File: config.mk
export PLATFORM = sky130hd
export DESIGN_NAME = msix_cap_block
export DESIGN_NICKNAME = d
export VERILOG_FILES = /design/src/rtl/msix_cap_pkg.sv /design/src/rtl/msix_rst_sync.sv /design/src/rtl/msix_bar_calc.sv /design/src/rtl/msix_ctrl_regs.sv /design/src/rtl/msix_cfg_rdmux.sv /design/src/rtl/msix_cap_block.sv
export SDC_FILE = /design/constraint.sdc
export NUM_CORES = 1
export LEC_CHECK = 0
export BUFFER_PORTS_ARGS = -buffer_cell sky130_fd_sc_hd__buf_4
export CAP_MARGIN = 30
export CORE_MARGIN = 10
export CORE_UTILIZATION = 45
export DETAILED_ROUTE_END_ITERATION = 8
export HOLD_SLACK_MARGIN = 0.06
export PLACE_DENSITY = 0.81
export SLEW_MARGIN = 0
export SYNTH_ARGS = -nofsm -noshare
export SYNTH_HDL_FRONTEND = slang
export SYNTH_SLANG_ARGS = --single-unit
File: constraint.sdc
create_clock -name clk -period 3.1 [get_ports clk]
set_input_delay 0.62 -clock clk [delete_from_list [all_inputs] [get_ports clk]]
set_output_delay 0.62 -clock clk [all_outputs]
set_load 0.03 [all_outputs]
File: src/rtl/msix_cap_pkg.sv
package msix_cap_pkg;
  localparam logic [7:0]  CAP_ID       = 8'h11;
  localparam int          TSIZE_W      = 11;
  localparam int          MAX_VEC      = 1 << TSIZE_W;
  localparam int          PAGE_BYTES   = 4096;
  localparam int          PBA_OFS      = PAGE_BYTES / 2;
  localparam int          BIR_W        = 3;
  localparam logic [31:0] MAX_HOST_BAR = 32'h8000_0000;
  localparam int          CAP_DWORDS   = 3;
  localparam int          ADDR_W       = 2;
  localparam int          EN_BIT       = 31;
  localparam int          MASK_BIT     = 30;
endpackage

File: src/rtl/msix_rst_sync.sv
module msix_rst_sync #(
  parameter int STAGES = 2
) (
  input  logic clk,
  input  logic rst_n,
  output logic rst_sync_n
);
  logic [STAGES-1:0] sync_q;

  always_ff @(posedge clk or negedge rst_n) begin
    if (!rst_n) sync_q <= '0;
    else        sync_q <= {sync_q[STAGES-2:0], 1'b1};
  end

  assign rst_sync_n = sync_q[STAGES-1];
endmodule

File: src/rtl/msix_bar_calc.sv
module msix_bar_calc
  import msix_cap_pkg::*;
#(
  parameter int BAR_IDX = 0
) (
  input  logic [31:0] host_size,
  output logic        size_ok,
  output logic [32:0] new_size,
  output logic [31:0] table_ofs,
  output logic [31:0] pba_ofs
);
  localparam logic [31:0]      PAGE32 = 32'(PAGE_BYTES);
  localparam logic [31:0]      HALF32 = 32'(PBA_OFS);
  localparam logic [BIR_W-1:0] BIR    = BIR_W'(BAR_IDX);

  logic [31:0] rounded;

  always_comb begin
    size_ok = (host_size <= MAX_HOST_BAR);
    if (host_size == '0)         rounded = '0;
    else if (host_size < PAGE32) rounded = PAGE32;
    else                         rounded = host_size;

    if (host_size == '0) new_size = {1'b0, PAGE32};
    else                 new_size = {rounded, 1'b0};

    table_ofs = rounded | {{(32-BIR_W){1'b0}}, BIR};
    pba_ofs   = (rounded + HALF32) | {{(32-BIR_W){1'b0}}, BIR};
  end
endmodule

File: src/rtl/msix_ctrl_regs.sv
module msix_ctrl_regs (
  input  logic clk,
  input  logic rst_n,
  input  logic ctrl_wr,
  input  logic wr_en_bit,
  input  logic wr_mask_bit,
  output logic en_q,
  output logic mask_q,
  output logic intx_q,
  output logic rescan_q
);
  logic en_d, mask_d, intx_d, rescan_d;

  always_comb begin
    en_d     = en_q;
    mask_d   = mask_q;
    if (ctrl_wr) begin
      en_d   = wr_en_bit;
      mask_d = wr_mask_bit;
    end
    intx_d   = ctrl_wr & wr_en_bit;
    rescan_d = ctrl_wr & wr_en_bit & ~wr_mask_bit;
  end

  always_ff @(posedge clk or negedge rst_n) begin
    if (!rst_n) begin
      en_q   <= 1'b0;
      mask_q <= 1'b0;
    end else if (ctrl_wr) begin
      en_q   <= en_d;
      mask_q <= mask_d;
    end
  end

  always_ff @(posedge clk or negedge rst_n) begin
    if (!rst_n) begin
      intx_q   <= 1'b0;
      rescan_q <= 1'b0;
    end else begin
      intx_q   <= intx_d;
      rescan_q <= rescan_d;
    end
  end

  AST_CTRL_HOLD: assert property (@(posedge clk) disable iff (!rst_n)
    !ctrl_wr |=> $stable({en_q, mask_q}));
  AST_INTX_NEEDS_EN: assert property (@(posedge clk) disable iff (!rst_n)
    intx_q |-> en_q);
  AST_RESCAN_UNMASKED: assert property (@(posedge clk) disable iff (!rst_n)
    rescan_q |-> (en_q && !mask_q && intx_q));
  AST_PULSE_FROM_WRITE: assert property (@(posedge clk) disable iff (!rst_n)
    !ctrl_wr |=> (!intx_q && !rescan_q));
endmodule

File: src/rtl/msix_cfg_rdmux.sv
module msix_cfg_rdmux
  import msix_cap_pkg::*;
(
  input  logic              clk,
  input  logic              rst_n,
  input  logic              rd,
  input  logic [ADDR_W-1:0] addr,
  input  logic [31:0]       dw [CAP_DWORDS],
  output logic [31:0]       rdata,
  output logic              rvalid
);
  logic [31:0] rdata_d;

  always_comb begin
    rdata_d = '0;
    for (int i = 0; i < CAP_DWORDS; i++) begin
      if (addr == ADDR_W'(i)) rdata_d = dw[i];
    end
  end

  always_ff @(posedge clk or negedge rst_n) begin
    if (!rst_n)  rvalid <= 1'b0;
    else         rvalid <= rd;
  end

  always_ff @(posedge clk or negedge rst_n) begin
    if (!rst_n)  rdata <= '0;
    else if (rd) rdata <= rdata_d;
  end

  AST_READ_LATENCY: assert property (@(posedge clk) disable iff (!rst_n)
    rd |=> rvalid);
  AST_NO_SPURIOUS_VALID: assert property (@(posedge clk) disable iff (!rst_n)
    !rd |=> !rvalid);
endmodule

File: src/rtl/msix_cap_block.sv
module msix_cap_block
  import msix_cap_pkg::*;
#(
  parameter int         NUM_VEC  = 8,
  parameter int         BAR_IDX  = 2,
  parameter logic [7:0] NEXT_PTR = 8'h50
) (
  input  logic              clk,
  input  logic              rst_n,
  input  logic [31:0]       host_bar_size,
  input  logic              cfg_wr,
  input  logic              cfg_rd,
  input  logic [ADDR_W-1:0] cfg_addr,
  input  logic [3:0]        cfg_be,
  input  logic [31:0]       cfg_wdata,
  output logic [31:0]       cfg_rdata,
  output logic              cfg_rvalid,
  output logic              cap_present,
  output logic [32:0]       bar_size,
  output logic              msix_enable,
  output logic              func_mask,
  output logic              intx_deassert,
  output logic              rescan_req
);
  localparam bit               VEC_OK = (NUM_VEC >= 1) && (NUM_VEC <= MAX_VEC);
  localparam logic [TSIZE_W-1:0] TSIZE = VEC_OK ? TSIZE_W'(NUM_VEC - 1) : '0;

  logic        rst_sync_n;
  logic        size_ok;
  logic [32:0] new_size;
  logic [31:0] table_ofs, pba_ofs;
  logic        ctrl_wr;
  logic        en_q, mask_q;
  logic [31:0] dw [CAP_DWORDS];
  logic        unused_bits;

  assign unused_bits = ^{cfg_wdata[MASK_BIT-1:0], cfg_be[2:0]};

  msix_rst_sync #(.STAGES(2)) u_rst (
    .clk        (clk),
    .rst_n      (rst_n),
    .rst_sync_n (rst_sync_n)
  );

  msix_bar_calc #(.BAR_IDX(BAR_IDX)) u_bar (
    .host_size (host_bar_size),
    .size_ok   (size_ok),
    .new_size  (new_size),
    .table_ofs (table_ofs),
    .pba_ofs   (pba_ofs)
  );

  always_comb begin
    cap_present = VEC_OK && size_ok;
    bar_size    = cap_present ? new_size : {1'b0, host_bar_size};
    ctrl_wr     = cfg_wr && cap_present && (cfg_addr == '0) && cfg_be[3];
  end

  msix_ctrl_regs u_ctrl (
    .clk         (clk),
    .rst_n       (rst_sync_n),
    .ctrl_wr     (ctrl_wr),
    .wr_en_bit   (cfg_wdata[EN_BIT]),
    .wr_mask_bit (cfg_wdata[MASK_BIT]),
    .en_q        (en_q),
    .mask_q      (mask_q),
    .intx_q      (intx_deassert),
    .rescan_q    (rescan_req)
  );

  assign msix_enable = en_q & cap_present;
  assign func_mask   = mask_q & cap_present;

  always_comb begin
    if (cap_present) begin
      dw[0] = {en_q, mask_q, 3'b000, TSIZE, NEXT_PTR, CAP_ID};
      dw[1] = table_ofs;
      dw[2] = pba_ofs;
    end else begin
      for (int i = 0; i < CAP_DWORDS; i++) dw[i] = '0;
    end
  end

  msix_cfg_rdmux u_rd (
    .clk    (clk),
    .rst_n  (rst_sync_n),
    .rd     (cfg_rd),
    .addr   (cfg_addr),
    .dw     (dw),
    .rdata  (cfg_rdata),
    .rvalid (cfg_rvalid)
  );

  AST_ABSENT_NO_PULSE: assert property (@(posedge clk) disable iff (!rst_sync_n)
    !cap_present |=> !rescan_req);
  AST_ABSENT_READS_ZERO: assert property (@(posedge clk) disable iff (!rst_sync_n)
    (cfg_rd && !cap_present) |=> (cfg_rdata == '0));
endmodule

==> results of run 1 <==
kinds of logic (layout without fill, tap and decap cells):
family | Yosys count | count (layout) | synth area share [%]
AND/OR/NAND/NOR | 128 | 128 | 25.59
flip-flops | 39 | 39 | 36.69
multiplexers | 9 | 9 | 3.763
buffers and inverters | 39 | 167 | 7.620
AO/OA/AOI/OAI | 97 | 97 | 25.40
adder cells (fa/ha/maj) | 1 | 1 | 0.4703
XOR/XNOR | 1 | 1 | 0.3293
other | 1 | 1 | 0.1410
timing repair:
| item | in CTS | in global routing |
|---|---|---|
| setup endpoints to repair | 22 | 24 |
| resized for setup | 3 | 6 |
| buffers inserted | 0 | 2 |
| gates cloned | 0 | 1 |
| pin swaps | 1 | 0 |
per-stage QoR:
stage / TNS, ns / cell area (um^2) / power, W / worst slack (ns) / instances
finish: 0 / 3859 / 0.001544 / 0.06392 / 515
global route: -0.07429 / 3859 / 0.001611 / -0.02968 / 515
CTS: 0 / 3805 / 0.001544 / 0.02036 / 512
detailed placement: -2.819 / 3670 / 0.001103 / -0.2288 / 504
global placement: -2.951 / 3670 / 0.001096 / -0.2132 / 504
floorplan: 0 / 2660 / 0.0008767 / 0.006540 / 315
state kept, by name (all words and copies together) (netlist names):
| register | cells |
|---|---|
| u_ctrl.en_q | 1 |
| u_ctrl.intx_q | 1 |
| u_ctrl.mask_q | 1 |
| u_ctrl.rescan_q | 1 |
| u_rd.rdata | 32 |
| u_rd.rvalid | 1 |
| u_rst.sync_q | 2 |
path summary, 6_finish.rpt:
check	start	end	slack (ns)	cells past startpoint
setup reg to reg	u_ctrl.mask_q	u_rd.rdata[30]	2.06	3
setup / recovery	host_bar_size[28]	bar_size[13]	0.06	9
hold / removal	rst_n	u_rst.sync_q[1]	0.1	1
max in group asynchronous	u_rst.sync_q[1]	u_rd.rdata[26]	2.47	1
hold reg to reg	u_rst.sync_q[1]	u_rd.rvalid	0.29	1
min in group clk	u_rst.sync_q[0]	u_rst.sync_q[1]	0.35	0
cells in the mapped netlist, types with 2 or more instances:
| cell | number | area share, % |
|---|---|---|
| buf_2 | 4 | 0.75 |
| a211oi_1 | 2 | 0.56 |
| nor3_1 | 9 | 1.7 |
| nor4_1 | 11 | 2.6 |
| a22oi_1 | 4 | 1.1 |
| nor2_1 | 18 | 2.5 |
| o2111ai_1 | 3 | 0.99 |
| a21oi_1 | 13 | 2.4 |
| nor4_2 | 3 | 1.4 |
| inv_1 | 13 | 1.8 |
| and3_1 | 4 | 0.94 |
| o31ai_1 | 3 | 0.85 |
| buf_6 | 4 | 1.7 |
| o21ai_0 | 23 | 4.3 |
| dfrtp_1 | 39 | 37 |
| nand3_1 | 12 | 2.3 |
| a22o_1 | 19 | 6.3 |
| buf_4 | 2 | 0.56 |
| o2bb2ai_1 | 9 | 3.0 |
| and4_1 | 3 | 0.99 |
| a221o_1 | 2 | 0.75 |
| a21o_1 | 2 | 0.56 |
| nand2_1 | 42 | 5.9 |
| or4_1 | 3 | 0.85 |
| nand4_1 | 6 | 1.4 |
| a31oi_1 | 9 | 2.1 |
| and2_1 | 3 | 0.71 |
| mux2_2 | 8 | 3.4 |
| nand2b_1 | 2 | 0.47 |
| nor2b_1 | 5 | 1.2 |
| clkbuf_1 | 14 | 2.0 |
layer usage:
metal / up-vias / track usage, % / wire, um
li1: 1426 / - / -
met1: 1429 / 23.95 / 4087
met2: 148 / 30.11 / 4344
met3: 19 / 4.897 / 749
met4: 0 / 4.622 / 143
met5: - / 0 / 0
final cells by class:
| cell class | instances | area (um^2) | share of cell area [%] |
|---|---|---|---|
| multi-input cells | 237 | 1529 | 39.62 |
| repair buffers | 146 | 1097 | 28.44 |
| flip-flops and latches | 39 | 975.9 | 25.29 |
| well taps | 72 | 90.09 | 2.335 |
| clock buffers | 6 | 82.58 | 2.140 |
| inverters | 13 | 48.80 | 1.265 |
| clock inverters | 2 | 35.03 | 0.9079 |
power by group:
part           total, W  internal, W  leakage [nW]  switching (W)
combinational  0.000535     0.000209          1.30       0.000326
sequential     0.000568     0.000546         0.509      0.0000220
clock          0.000441     0.000260        0.0612       0.000181
==> impl_metrics.csv, run 1 <==
group,metric,value,unit
clock_tree,postCtsHoldBufs,0,
timing,relSlewSlack,36.95,%
timing,finClkSkew,0.002967,ns
setup_path,worstPathArrival,2.42,ns
route,drt_iter0_markers,246,
layout,final_cell_mix,"144 x buf_4, 42 x nand2_1, 39 x dfrtp_1",
grt,grt_pass1_wl,15150,um
placed_design,portBuffers,111,
setup_path,cpMostUsedCell,"buf_4",
route,wire_per_inst,18.11,um
timing,post-route-period-util,97.94,%
die,die_w,96.89,um
synthesis,ys_warn_count,0,
synthesis,syn_area_per_cell,8.445,um^2
power_and_ir_drop,leakagePower,1.866,nW
clock_tree,cts_buffers,5,
clock_tree,clk_path_buf_depth,2,
route,viasPerCell,5.868,
setup_path,critPathKind,"input pin to output pin",
clock_tree,clock_latency,0.29,ns
run_status,status,"finished, final reports clean",
timing,hold-worst-slack,0.09561,ns
synthesis,ys_ff_latch,39,
power_and_ir_drop,irDropWorstVdd,230.6,uV
setup_path,crit_required,2.48,ns
clock_tree,clk_pin_slew,0.08,ns
clock_tree,tritoncts,"yes",
setup_path,slowest_stage,"mux2_2",
clock_tree,cts_root_buf,"clkbuf_8",
layout,drive_above_1_share,39.95,%
setup_path,cp_num_buf_inv,5,
clock_tree,cts.sink_count,39,
layout,fin_util,68.81,%
placed_design,dpl.hpwl,7155,um
route,wl,9325,um
die,io_pins,145,
synthesis,async_flop_share,100.0,%
timing,setup_viol,0,
synthesis,syn_area,2660,um^2
layout,final_common_cell,"buf_4",
timing,fmax,329.4,MHz
grt,track_usage,18.63,%
timing,maxSlewViolCount,0,
placed_design,gp_congestion,0.8877,
synthesis,synth_cell_types,52,
setup_path,crit_path_end_kind,"output pin",
job,maxCapViolations,0,
layout,fillerInstances,461,
timing,grt_setup_unrepaired,"true",
die,dieArea,9387,um^2
die,rows,27,
die,fp.dieH,96.89,um
grt,grt_overflow,0,
die,start_util,47.43,%
synthesis,syn_nets,390,
die,fp.coreArea,5608,um^2
grt,antenna_found_initial,0,
route,ant_nets,0,
route,dr.pass1.iters,7,
layout,antennaDiodeCount,0,
timing,layout_min_cycle_time,3.036,ns
synthesis,synthCells,315,
timing,hold_violations,0,
clock_tree,htreeDepth,2,
synthesis,synth-edff-count,0,
min_path,min_path_type,"input pin to async pin",
setup_path,crit_family,"buffers and inverters",
setup_path,crit_fanout,5,
grt,grt_pass1_vias,2907,
synthesis,ys.flop_type,"dfrtp_1",
setup_path,worst_path_largest_cell_delay,0.37,ns
timing,worstMarginPinSlew,0.9448,ns
setup_path,crit_chain,"buf_4 > nor4_4 > buf_4 > nand4_4 > o31a_1 > buf_4 > inv_2 > mux2_2 > buf_4",
layout,synthToLayoutAreaGrowth,45.06,%
synthesis,yosysSeqAreaShare,36.69,%
power_and_ir_drop,pwr_density_cell,400.1,nW/um^2
route,via_count,3022,
route,drcViolationCount,0,
layout,fin_nets,517,
grt,grt_max_degree,38,
setup_path,start_kind,"input pin",
(Power assumes the default switching activity.)
==> run 2, diff against run 1 <==
Settings changed: GPL_TIMING_DRIVEN from default to 0.
==> run 2 against run 1 <==
Maximum frequency is 0.57% lower. Die area stayed put. Clock skew is 0.0035 ns higher. Via count is 0.43% higher. Power is 0.42% lower. Sequential cell count stayed put. Worst setup slack worse by 0.017 ns. Non-clock buffer count is 11 lower. Clock-buffer cell count is 1 lower. Critical endpoint is now bar_size[1]. Largest power group unchanged.
==> impl_metrics.csv, run 2 (same netlist as run 1, synthesis figures left out) <==
group,metric,value,unit
grt,grt_pass1_wl,15680,um
setup_path,start_kind,"input pin",
setup_path,crit_fanout,10,
grt,grt_pass1_vias,2981,
layout,largest_register_ffs,32,
timing,setup_viol,0,
grt,grt_overflow,0,
grt,track_usage,19.70,%
setup_path,slowest_stage,"o31a_1",
layout,top_regs,"u_rd.rdata: 32 flops, u_rst.sync_q: 2 flops",
grt,grt_max_degree,38,
timing,hold_violations,0,
die,start_util,47.43,%
timing,grt_setup_unrepaired,"true",
route,ant_nets,0,
setup_path,worst_path_largest_cell_delay,0.40,ns
die,fp.coreArea,5608,um^2
layout,drive_above_1_share,36.57,%
clock_tree,tritoncts,"yes",
route,via_count,3035,
die,die_w,96.89,um
route,drt_iter0_markers,252,
run_status,status,"finished, final reports clean",
timing,relSlewSlack,43.87,%
route,dr.pass1.iters,6,
die,fp.dieH,96.89,um
placed_design,place_inst,493,
power_and_ir_drop,leakagePower,1.776,nW
min_path,min_path_type,"input pin to async pin",
clock_tree,cts_buffers,5,
clock_tree,clk_path_buf_depth,2,
power_and_ir_drop,pwr_density_cell,407.0,nW/um^2
layout,antennaDiodeCount,0,
setup_path,crit_required,2.48,ns
timing,post-route-period-util,98.50,%
die,dieArea,9387,um^2
clock_tree,cts_root_buf,"clkbuf_8",
power_and_ir_drop,irDropWorstVdd,235.3,uV
timing,worstMarginPinSlew,0.8355,ns
job,maxCapViolations,0,
placed_design,dpl.hpwl,7445,um
grt,antenna_found_initial,0,
power_and_ir_drop,total_power,0.001537,W
layout,final_common_cell,"buf_4",
timing,hold-worst-slack,0.07516,ns
die,rows,27,
setup_path,worstPathArrival,2.43,ns
timing,maxSlewViolCount,0,
setup_path,critPathKind,"input pin to output pin",
setup_path,crit_chain,"buf_4 > nor4_4 > nand4_2 > o31a_1 > buf_6 > nor2_2 > buf_4 > a22o_1 > buf_4",
placed_design,portBuffers,106,
layout,final_cell_mix,"112 x buf_4, 42 x nand2_1, 38 x dfrtp_1",
timing,fmax,327.5,MHz
clock_tree,clock_latency,0.31,ns
placed_design,gp_congestion,0.9199,
clock_tree,htreeDepth,2,
layout,fin_nets,506,
setup_path,crit_path_end_kind,"output pin",
setup_path,cpMostUsedCell,"buf_4",
timing,finClkSkew,0.006505,ns
route,wl,9761,um
clock_tree,clk_pin_slew,0.08,ns
layout,layout.cells.non_filler,504,
layout,top_register,"u_rd.rdata",
clock_tree,cts.sink_count,39,
layout,synthToLayoutAreaGrowth,42.00,%
die,io_pins,145,
route,drcViolationCount,0,
route,viasPerCell,6.022,
clock_tree,postCtsHoldBufs,0,
route,wire_per_inst,19.37,um
timing,layout_min_cycle_time,3.054,ns
[run 2: cell types whose count changed in the layout (fill, tap and decap cells not counted), sizes merged]
cell / previous run / this run
buf: 146 / 119
clkbuf: 6 / 21
clkinv: 1 / 2
[run 2: layout make-up]
cell class	instances	area, um^2
fill	469	1831
multi-input combinational	237	1556
sequential	39	977.2
timing repair buffer	109	818.3
buffer	26	173.9
tap	72	90.09
clock buffer	5	68.82
inverter	13	48.80
clock inverter	3	43.79
[run 2: final timing paths]
path                                   end  depth (start not counted)               from  slack (ns)
setup / recovery               bar_size[1]                          9  host_bar_size[28]        0.05
hold / removal             u_rst.sync_q[1]                          1              rst_n        0.08
setup reg to reg            u_rd.rdata[30]                          3      u_ctrl.mask_q        2.06
hold reg to reg            u_rst.sync_q[1]                          0    u_rst.sync_q[0]        0.35
max in group asynchronous   u_rd.rdata[25]                          0    u_rst.sync_q[1]        2.20
min in group clk           u_rst.sync_q[1]                          0    u_rst.sync_q[0]        0.35
[run 2: critical path, delay by kind of cell]
kind	cells	cell delay (ns)
buffers and inverters	4	0.65
AO/OA/AOI/OAI	2	0.56
AND/OR/NAND/NOR	3	0.59
[run 2: report_power, final]
group | internal, W | total (W) | switching [W]
registers | 0.000546 | 0.000579 | 0.0000327
logic | 0.000200 | 0.000521 | 0.000321
clock network | 0.000240 | 0.000438 | 0.000198
[run 2: what timing repair did]
action                     4_1_cts  5_1_grt
buffers inserted                 2        1
resized for setup                5       17
setup endpoints to repair       30       31
gates cloned                     0        0
pin swaps                        4        2
hold endpoints to repair         0        0
[run 2: through the flow]
step	instance area (um^2)	TNS [ns]	util, %	setup slack [ns]
finish	3777	0	67.36	0.04647
global route	3777	-0.004444	67.36	-0.004444
CTS	3697	0	65.93	0.01582
detailed placement	3547	-5.824	63.25	-0.5757
global placement	3546	-5.110	63.23	-0.5023
floorplan	2660	0	-	0.006540
[run 2: metal layers]
metal / part of all wire, % / track usage, % / wire [um]
met4: 2.7 / 6.313 / 260
met3: 9.3 / 5.820 / 905
met1: 43 / 24.35 / 4153
met5: 0 / 0 / 0
met2: 46 / 31.90 / 4442
==> run 3, diff against run 2 <==
Settings changed: SETUP_SLACK_MARGIN from default to 0.15.
==> run 3 against run 2 <==
First-iteration DRC count rose by 19%. Maximum frequency grew 1.3%. Combinational power grew 7.5%. Clock skew decreased by 0.0013 ns. Wire length rose by 5.8%. Worst hold slack better by 0.017 ns. Clock power increased by 2%. Critical path type unchanged. Critical path depth unchanged. Worst setup slack gained 0.039 ns.
==> impl_metrics.csv, run 3 (same netlist as run 1, synthesis figures left out) <==
group,metric,value,unit
run_status,status,"finished, final reports clean",
layout,final_cell_mix,"110 x buf_4, 41 x nand2_1, 38 x dfrtp_1",
setup_path,r2r_end,"u_rd.rdata[30]",
die,dieArea,9387,um^2
clock_tree,clk_pin_slew,0.08,ns
layout,antennaDiodeCount,0,
placed_design,pre_cts_slack,-0.3526,ns
grt,grt_most_used_layer,"met2",
power_and_ir_drop,total_power,0.001583,W
timing,post-route-period-util,97.26,%
timing,fmax,331.7,MHz
clock_tree,clk_path_buf_depth,2,
setup_path,slowest_stage,"o31a_1",
timing,finClkSkew,0.005170,ns
power_and_ir_drop,irDropWorstVdd,252.4,uV
grt,grtUsageMet3,6.246,%
layout,synthToLayoutAreaGrowth,51.79,%
setup_path,crit_required,2.48,ns
layout,top_regs,"u_rd.rdata: 32 flops, u_rst.sync_q: 2 flops",
route,via_count,3191,
route,viasPerCell,6.137,
setup_path,crit_chain,"buf_4 > nor4_4 > nand4_2 > o31a_1 > buf_6 > nor2_4 > buf_6 > a22o_1 > buf_6",
die,io_pins,145,
timing,relSlewSlack,42.71,%
grt,grt_use_met2,31.80,%
die,rows,27,
route,drcViolationCount,0,
placed_design,portBuffers,106,
setup_path,cp_num_buf_inv,4,
layout,top_register,"u_rd.rdata",
timing,maxSlewViolCount,0,
setup_path,crit_family,"simple AND/OR/NAND/NOR gates",
job,maxCapViolations,0,
setup_path,crit_path_end_kind,"output pin",
layout,drive_above_1_share,39.73,%
route,drt_iter0_markers,301,
placed_design,dpl.hpwl,7340,um
layout,fin_nets,522,
die,fp.dieH,96.89,um
timing,layout_setup_ws,0.08505,ns
grt,grt_overflow,0,
setup_path,cpMostUsedCell,"buf_6",
setup_path,worst_path_largest_cell_delay,0.39,ns
power_and_ir_drop,pwr_density_cell,392.0,nW/um^2
setup_path,start_kind,"input pin",
clock_tree,cts.sink_count,39,
setup_path,r2r_start,"u_ctrl.mask_q",
grt,antenna_found_initial,0,
clock_tree,cts_buffers,5,
route,wl,10330,um
clock_tree,cts_root_buf,"clkbuf_8",
route,dr.pass1.iters,5,
clock_tree,clock_latency,0.30,ns
grt,grt_pass1_wl,15530,um
grt,grt_pass1_vias,3012,
die,die_w,96.89,um
timing,hold_violations,0,
clock_tree,htreeDepth,2,
timing,layout_min_cycle_time,3.015,ns
setup_path,reg2reg_depth,3,
setup_path,critPathKind,"input pin to output pin",
timing,setup_viol,0,
clock_tree,tritoncts,"yes",
layout,largest_register_ffs,32,
die,start_util,47.43,%
placed_design,gp_congestion,0.9144,
grt,grt_max_degree,38,
setup_path,crit_fanout,6,
setup_path,worstPathArrival,2.39,ns
grt,track_usage,19.16,%
setup_path,ff2ff_setup_slack,2.07,ns
timing,grt_setup_unrepaired,"true",
min_path,min_path_type,"input pin to async pin",
die,fp.coreArea,5608,um^2
layout,final_common_cell,"buf_4",
timing,worstMarginPinSlew,0.8593,ns
timing,setup_tns,0,ns
route,wire_per_inst,19.86,um
grt,use_met1,22.91,%
route,ant_nets,0,
power_and_ir_drop,leakagePower,1.913,nW
[run 3: worst register-to-register path, delay by kind of cell (launching register included)]
kind | cells | cell delay, ns
flip-flops | 1 | 0.39
multiplexers | 1 | 0.26
AO/OA/AOI/OAI | 2 | 0.25
[run 3: how the worst max path moves through the flow]
stage	from	endpoint	slack [ns]	cells after the start
after floorplan	host_bar_size[22]	bar_size[19]	0.11	7
after global placement	host_bar_size[28]	u_rd.rdata[31]	-0.32	11
after detailed placement	host_bar_size[28]	u_rd.rdata[31]	-0.35	11
after CTS	host_bar_size[6]	bar_size[13]	0.11	8
after global routing	host_bar_size[23]	bar_size[8]	0.02	9
final	host_bar_size[21]	bar_size[10]	0.09	9
[run 3: timing repair]
action                                  in CTS  in global routing
gates resized for setup                     15                 38
hold endpoints to repair                     0                  0
cloned                                       1                  0
endpoints found under the setup margin      31                 31
buffers inserted                             9                  9
pin swaps                                    4                 11
hold buffers                                 0                  0
[run 3: cell type report]
type / count / area, um^2
Inverter: 13 / 48.80
Timing Repair Buffer: 125 / 998.5
Tap cell: 72 / 90.09
Fill cell: 425 / 1570
Sequential cell: 39 / 977.2
Clock buffer: 6 / 82.58
Clock inverter: 2 / 35.03
Buffer: 26 / 192.7
Multi-Input combinational cell: 237 / 1613
[run 3: power breakdown]
group	internal (W)	leakage, nW	switching [W]	total [W]
Clock	0.000260	0.0612	0.000185	0.000445
Sequential	0.000546	0.508	0.0000318	0.000578
Combinational	0.000224	1.34	0.000335	0.000560
[run 3: per-layer routing]
metal | part of all wire (%) | vias to the layer above
met1 | 40 | 1517
li1 | - | 1432
met5 | 0 | -
met3 | 11 | 30
met4 | 1.9 | 0
met2 | 48 | 212
[run 3: per-stage QoR]
step           cell area (um^2)  hold slack [ns]  util, %  instances
4_1_cts                    3800          0.08805    67.76        511
5_1_grt                    4038          0.08431    72.00        520
2_1_floorplan              2668           0.3244        -        315
6_report                   4038          0.09181    72.00        520
3_5_place_dp               3555           0.3417    63.39        493
3_3_place_gp               3553           0.3350    63.36        493
